**config.mk**
```make
export PLATFORM = sky130hd
export DESIGN_NAME = fb_rect_xfer
export DESIGN_NICKNAME = d
export VERILOG_FILES = /design/src/rtl/fbx_pkg.sv /design/src/rtl/fbx_cursor.sv /design/src/rtl/fbx_lane.sv /design/src/rtl/fb_rect_xfer.sv
export SDC_FILE = /design/constraint.sdc
export NUM_CORES = 1
export LEC_CHECK = 0
export ABC_AREA = 1
export BUFFER_PORTS_ARGS = -buffer_cell sky130_fd_sc_hd__clkbuf_2
export CORE_MARGIN = 5
export CORE_UTILIZATION = 46
export DETAILED_ROUTE_END_ITERATION = 10
export GPL_TIMING_DRIVEN = 0
export PLACE_DENSITY = 0.77
export SYNTH_ARGS = -nofsm -noshare
export SYNTH_HDL_FRONTEND = slang
export SYNTH_SLANG_ARGS = --single-unit
```
**constraint.sdc**
```tcl
create_clock -name clk -period 1.91 [get_ports clk]
set_input_delay 0.191 -clock clk [delete_from_list [all_inputs] [get_ports clk]]
set_output_delay 0.191 -clock clk [all_outputs]
set_load 0.01 [all_outputs]
```
**src/rtl/fbx_pkg.sv**
```systemverilog
package fbx_pkg;

    // Control states of the transfer engine
    typedef enum logic [2:0] {
        ST_IDLE,
        ST_WR_TAKE,  // waiting for a host word
        ST_WR_LO,    // writing the lower pixel of the held word
        ST_WR_HI,    // writing the upper pixel of the held word
        ST_RD_LO,    // issuing the read of the first pixel of a pair
        ST_RD_HI,    // capturing the first pixel, issuing the second
        ST_RD_CAP,   // capturing the second pixel
        ST_RD_OUT    // presenting the packed word to the host
    } xfer_state_e;

endpackage

```
**src/rtl/fbx_cursor.sv**
```systemverilog
module fbx_cursor #(
    parameter int X_BITS = 10,
    parameter int Y_BITS = 9
) (
    input  logic                     clk,
    input  logic                     rst_n,
    input  logic                     load,
    input  logic                     step,
    input  logic [31:0]              pos_word,
    input  logic [31:0]              size_word,
    output logic [X_BITS+Y_BITS-1:0] pix_addr,
    output logic                     at_last
);

    localparam int AW = X_BITS + Y_BITS;

    typedef struct packed {
        logic [X_BITS-1:0] x0;
        logic [X_BITS-1:0] wm1;
        logic [X_BITS-1:0] col;
        logic [Y_BITS-1:0] y0;
        logic [Y_BITS-1:0] hm1;
        logic [Y_BITS-1:0] row;
    } cur_t;

    cur_t q, d;

    logic [15:0]       w_field_m1;
    logic [15:0]       h_field_m1;
    logic [X_BITS-1:0] x_now;
    logic [Y_BITS-1:0] y_now;
    logic              row_end;
    logic              unused_bits;

    assign unused_bits = ^{pos_word, size_word, w_field_m1, h_field_m1};

    always_comb begin
        w_field_m1 = size_word[15:0] - 16'd1;
        h_field_m1 = size_word[31:16] - 16'd1;
        row_end    = (q.col == q.wm1);
        d          = q;
        if (load) begin
            d.x0  = pos_word[X_BITS-1:0];
            d.y0  = pos_word[16 +: Y_BITS];
            d.wm1 = w_field_m1[X_BITS-1:0];
            d.hm1 = h_field_m1[Y_BITS-1:0];
            d.col = '0;
            d.row = '0;
        end else if (step) begin
            if (row_end) begin
                d.col = '0;
                d.row = q.row + 1'b1;
            end else begin
                d.col = q.col + 1'b1;
            end
        end
    end

    always_ff @(posedge clk) begin
        if (!rst_n) q <= '0;
        else        q <= d;
    end

    // Modular adds give wrap at the buffer edges
    assign x_now    = q.x0 + q.col;
    assign y_now    = q.y0 + q.row;
    assign pix_addr = AW'({y_now, x_now});
    assign at_last  = row_end && (q.row == q.hm1);

    // Column offset never passes the last column of the rectangle
    assert_col_bound_R4: assert property (@(posedge clk) disable iff (!rst_n)
        q.col <= q.wm1);

    // Every step short of the end reaches a new pixel
    assert_addr_moves_R4: assert property (@(posedge clk) disable iff (!rst_n)
        (step && !load && !at_last) |=> (pix_addr != $past(pix_addr)));

endmodule

```
**src/rtl/fbx_lane.sv**
```systemverilog
module fbx_lane #(
    parameter int PIX_W = 16
) (
    input  logic [2*PIX_W-1:0] word,
    input  logic               hi_sel,
    output logic [PIX_W-1:0]   pix
);

    always_comb begin
        pix = hi_sel ? word[2*PIX_W-1:PIX_W] : word[PIX_W-1:0];
    end

endmodule

```
**src/rtl/fb_rect_xfer.sv**
```systemverilog
module fb_rect_xfer #(
    parameter int X_BITS = 10,
    parameter int Y_BITS = 9
) (
    input  logic                     clk,
    input  logic                     rst_n,
    input  logic                     start,
    input  logic                     start_read,
    input  logic [31:0]              pos_word,
    input  logic [31:0]              size_word,
    input  logic                     wr_valid,
    input  logic [31:0]              wr_data,
    output logic                     wr_ready,
    output logic                     rd_valid,
    output logic [31:0]              rd_data,
    input  logic                     rd_ready,
    output logic                     mem_en,
    output logic                     mem_we,
    output logic [X_BITS+Y_BITS-1:0] mem_addr,
    output logic [15:0]              mem_wdata,
    input  logic [15:0]              mem_rdata,
    output logic                     busy
);
    import fbx_pkg::*;

    localparam int PIX_W  = 16;
    localparam int WORD_W = 2 * PIX_W;
    localparam int AW     = X_BITS + Y_BITS;

    typedef struct packed {
        xfer_state_e        st;
        logic [WORD_W-1:0]  word;
        logic               fin;   // last pixel of the rectangle already issued
    } ctl_t;

    ctl_t q, d;

    logic          step;
    logic          hi_sel;
    logic          at_last;
    logic [AW-1:0] cur_addr;

    fbx_cursor #(
        .X_BITS (X_BITS),
        .Y_BITS (Y_BITS)
    ) u_cursor (
        .clk       (clk),
        .rst_n     (rst_n),
        .load      (start),
        .step      (step),
        .pos_word  (pos_word),
        .size_word (size_word),
        .pix_addr  (cur_addr),
        .at_last   (at_last)
    );

    fbx_lane #(
        .PIX_W (PIX_W)
    ) u_lane (
        .word   (q.word),
        .hi_sel (hi_sel),
        .pix    (mem_wdata)
    );

    always_comb begin
        d      = q;
        step   = 1'b0;
        hi_sel = 1'b0;
        mem_en = 1'b0;
        mem_we = 1'b0;
        unique case (q.st)
            ST_WR_TAKE: begin
                if (wr_valid) begin
                    d.word = wr_data;
                    d.st   = ST_WR_LO;
                end
            end
            ST_WR_LO: begin
                mem_en = 1'b1;
                mem_we = 1'b1;
                step   = 1'b1;
                d.st   = at_last ? ST_IDLE : ST_WR_HI;
            end
            ST_WR_HI: begin
                hi_sel = 1'b1;
                mem_en = 1'b1;
                mem_we = 1'b1;
                step   = 1'b1;
                d.st   = at_last ? ST_IDLE : ST_WR_TAKE;
            end
            ST_RD_LO: begin
                mem_en = 1'b1;
                step   = 1'b1;
                d.fin  = at_last;
                d.st   = ST_RD_HI;
            end
            ST_RD_HI: begin
                d.word[PIX_W-1:0] = mem_rdata;
                if (q.fin) begin
                    d.word[WORD_W-1:PIX_W] = '0;
                    d.st                   = ST_RD_OUT;
                end else begin
                    mem_en = 1'b1;
                    step   = 1'b1;
                    d.fin  = at_last;
                    d.st   = ST_RD_CAP;
                end
            end
            ST_RD_CAP: begin
                d.word[WORD_W-1:PIX_W] = mem_rdata;
                d.st                   = ST_RD_OUT;
            end
            ST_RD_OUT: begin
                if (rd_ready) d.st = q.fin ? ST_IDLE : ST_RD_LO;
            end
            default: ;
        endcase
        // A new request always wins, abandoning any transfer in flight
        if (start) begin
            d.st  = start_read ? ST_RD_LO : ST_WR_TAKE;
            d.fin = 1'b0;
        end
    end

    always_ff @(posedge clk) begin
        if (!rst_n) begin
            q.st   <= ST_IDLE;
            q.word <= '0;
            q.fin  <= 1'b0;
        end else begin
            q <= d;
        end
    end

    assign mem_addr = cur_addr;
    assign wr_ready = (q.st == ST_WR_TAKE);
    assign rd_valid = (q.st == ST_RD_OUT);
    assign rd_data  = q.word;
    assign busy     = (q.st != ST_IDLE);

    assert_busy_after_start_R8: assert property (@(posedge clk) disable iff (!rst_n)
        start |=> busy);

    assert_quiet_while_waiting_R9: assert property (@(posedge clk) disable iff (!rst_n)
        (wr_ready || rd_valid) |-> !mem_en);

    assert_rd_hold_R7: assert property (@(posedge clk) disable iff (!rst_n)
        (rd_valid && !rd_ready && !start) |=> (rd_valid && $stable(rd_data)));

    assert_idle_silent_R11: assert property (@(posedge clk) disable iff (!rst_n)
        !busy |-> (!mem_en && !wr_ready && !rd_valid));

endmodule

```
==> metrics.md <==
| Metric | Value |
|---|---|
| PortBufs | approximately 160 |
| Max cap viols | 0 |
| Violated checks | setup timing |
| Placed Area | roughly 6700 sq um |
| DRT Wirelength | approximately 17000 microns |
| Crit. End Element | output port |
| Hold endpoint | u_cursor.q[9] |
| Worst Hold Depth | 2 |
| Endpoints failing hold | 0 |
| Post-synth ARST share | 0% |
| Slew margin rel. | between 50 and 60% |
| Mapped Cells | about 780 |
| R2r setup slk | between 0.15 and 0.2 ns |
| Clock Path Buffers | 2 |
| Worst Path Max Fanout | 3 |
| # diodes | 0 |
| #FFs+latches synth | 93 |
| WS Path Type | register to output port |
| Vias in the first global route | 5755 |
| Post-Syn Area per Cell | between 7 and 8 sq um |
| Reg2Reg Depth | 10 |
| Fin area | roughly 7400 sq um |
| Vias per cell | approximately 5.3 |
| Global route overflow | 0 |
| Worst Path Buf+Inv | 1 |
| Final Critical Period | about 2.2 ns |
| CTS clock-pin slew for the worst setup and hold paths | about 0.060 ns |
| Family with the most delay on the worst path | adder cells |
| Cts bufs inserted | 9 |
| Worst-margin pin slew | about 0.62 ns |
| Hold WC Path Type | input port to register |
| CTS Sinks | 93 |
| Worst path slowest cell | fa_2 |
| Gr usage total | around 23% |
| Initial antenna violation count | 0 |
| Number of DRC markers in iteration 0 | slightly above 300 |
| Die Wd | 121 microns |
| Largest net degree at the start of global routing | 21 |
| I/O pin total | 190 |
| Synthesized cell area | 5660 sq um |
| Post-DP HPWL | 12900 microns |
| Post-route DRC | 0 |
| Post-CTS Hold Buffers | 0 |
| Post-synthesis mux area share | approximately 3.2% |
| Starting density of the core | between 40% and 50% |
| Largest family of logic cells by synthesized area | simple AND/OR/NAND/NOR gates |
| Total power | around 5 mW |
| Layout fillers | ~1100 |
| Most common cell after layout, fill and taps aside | clkbuf_2 |
| Simple-Gate Fraction of Synth Area | between 20 and 25% |
| Tcrit/Tclk final | 113% |
| Routed Antenna Nets | 0 |
| Most used cell, CP | nor2_1 |
| Top FF cell, synth | dfxtp_1 |
| CP Launch Type | register |
| Max Clock Skew | about 0.013 ns |
| Synth unique cells | 44 |
| Core Area | about 12000 sq um |
| # rows | 40 |
| EDFF count, synth | 0 |
| Placer Congestion | around 0.92 |
| Crit path required time | ~1.7 ns |
| Sequential share of the synthesized area | 32.9% |
| Post-Synth XOR/XNOR Area | around 4.3% |
| Clock latency on the worst-skew pair | 0.34 ns |
| RR Startpoint | q[35] |
| Setup WS pre-CTS | -0.275 ns |
| Peak VDD IR | slightly above 0.4 mV |
| Nets | around 1100 |
| F_max | roughly 470 MHz |
| Proportion of layout cells with a drive suffix above 1 | between 30% and 40% |
| Setup violators final | 7 |
| Synth Area in Compound Gates | roughly a fifth |
| Die footprint | about 15000 sq um |
| RSZ-0062 raised after global routing | true |
| Hold path start | size_word[16] |
| Ys Warns | 0 |
| Hold_ws | 0.0694 ns |
| Power Dens Cells | between 600 and 700 nW/um^2 |
| Syn nets | a little over 900 |
| DR WL/cell | between 15 and 20 microns |
| CTS Root Cell | clkbuf_16 |
| Slew Viols, Final | 0 |
| Status | complete, but fails checks |
| DRT Pass-1 Iters | 5 |
| Max incr delay on CP | between 0.3 and 0.4 ns |
| Final setup margin | -0.241 ns |
| DR vias | ~6000 |
| Worst r2r dst | q[33] |
| Synth Area in Adders | 6.24% |
| CTS tree | yes |
| Core Util, Final | 61.8% |
| Static leakage | around 3.6 nW |
| Die H | around 120 microns |
| Crit path DAT | ~2.0 ns |
| Area grow syn2layout | 31.2% |
| H-Tree Depth | 3 |
| Crit-path cells | ha_4 -> fa_2 -> nand3_2 -> nand2_4 -> a21oi_2 -> nor2_1 -> nor2_1 -> xnor2_1 -> buf_2 |
| Most frequent cells in the layout | 152 x clkbuf_2, 101 x nand2_1, 83 x a21oi_1 |
| First-pass GRT wire length | approximately 27000 microns |
## metrics by stage
step	TNS, ns	std cells
floorplan	0	778
global placement	-0.704	1088
detailed placement	-0.957	1088
CTS	-1.22	1115
global route	-2.39	1121
finish	-1.20	1121
## cell families (layout without fill, tap and decap cells)
group,count (synthesis),in the layout
buffers and inverters,145,341
adders and majority gates,27,27
muxes,16,16
AOI/OAI and AO/OA,214,214
and+or+nand+nor,255,255
DFF,93,93
xor gates and xnor gates,28,28
## synthesized netlist by cell type (6+ instances only)
master / number / area, sq um
nor3_1: 12 / 60.1
o211ai_1: 6 / 45.0
nand3_1: 32 / 160
a21oi_1: 91 / 455
inv_2: 8 / 30.0
a31oi_1: 7 / 43.8
o22ai_1: 17 / 106
clkbuf_1: 19 / 71.3
buf_4: 32 / 240
buf_2: 8 / 40.0
dfxtp_1: 93 / 1860
o21ai_0: 81 / 405
mux2_2: 16 / 180
xor2_1: 19 / 166
nor2_1: 79 / 297
inv_1: 75 / 282
ha_1: 25 / 313
nand2_1: 104 / 390
xnor2_1: 9 / 78.8
nand4_1: 6 / 37.5
## final cells by class
cell class / count / area, sq um / area share (%)
Clock buffer: 9 / 225 / 3.03
Timing Repair Buffer: 182 / 1000 / 13.5
Inverter: 83 / 317 / 4.26
Clock inverter: 6 / 38.8 / 0.522
Sequential cell: 93 / 1920 / 25.8
Tap cell: 147 / 184 / 2.48
Buffer: 61 / 399 / 5.38
Multi-Input combinational cell: 540 / 3340 / 45.0
## what timing repair did
item | CTS | global route
endpoints found under the setup margin | 33 | 25
buffers inserted | 14 | 5
gates cloned | 0 | 1
resized for setup | 57 | 40
pin swaps | 15 | 20
## worst max-delay path by stage
stage | start | endpoint | cells past startpoint | slack (ns)
CTS | u_cursor.q[27] | mem_addr[6] | 9 | -0.25
floorplan | q[35] | q[33] | 11 | 0.07
global placement | q[35] | q[33] | 11 | -0.22
detailed placement | q[35] | q[33] | 11 | -0.27
finish | u_cursor.q[0] | mem_addr[16] | 9 | -0.24
global route | u_cursor.q[18] | mem_addr[16] | 9 | -0.38
## flip-flops by register name (all words and copies together), names as in the netlist
| register | count |
|---|---|
| q | 4 |
| rd_data | 32 |
| u_cursor.q | 57 |
## where the power goes
| part | internal, mW | switching, mW |
|---|---|---|
| clock | 0.873 | 0.770 |
| sequential | 2.06 | 0.119 |
| combinational | 0.530 | 0.647 |
## routing by layer
layer  global-route usage, %  up-vias  wire, microns
met2                    39.7      281           8280
met3                    6.11       38           1470
li1                        -     2962              -
met5                       0        -              0
met4                    8.14        0            392
met1                    27.5     2632           7040
No activity file was read; power rests on OpenSTA's default activity.
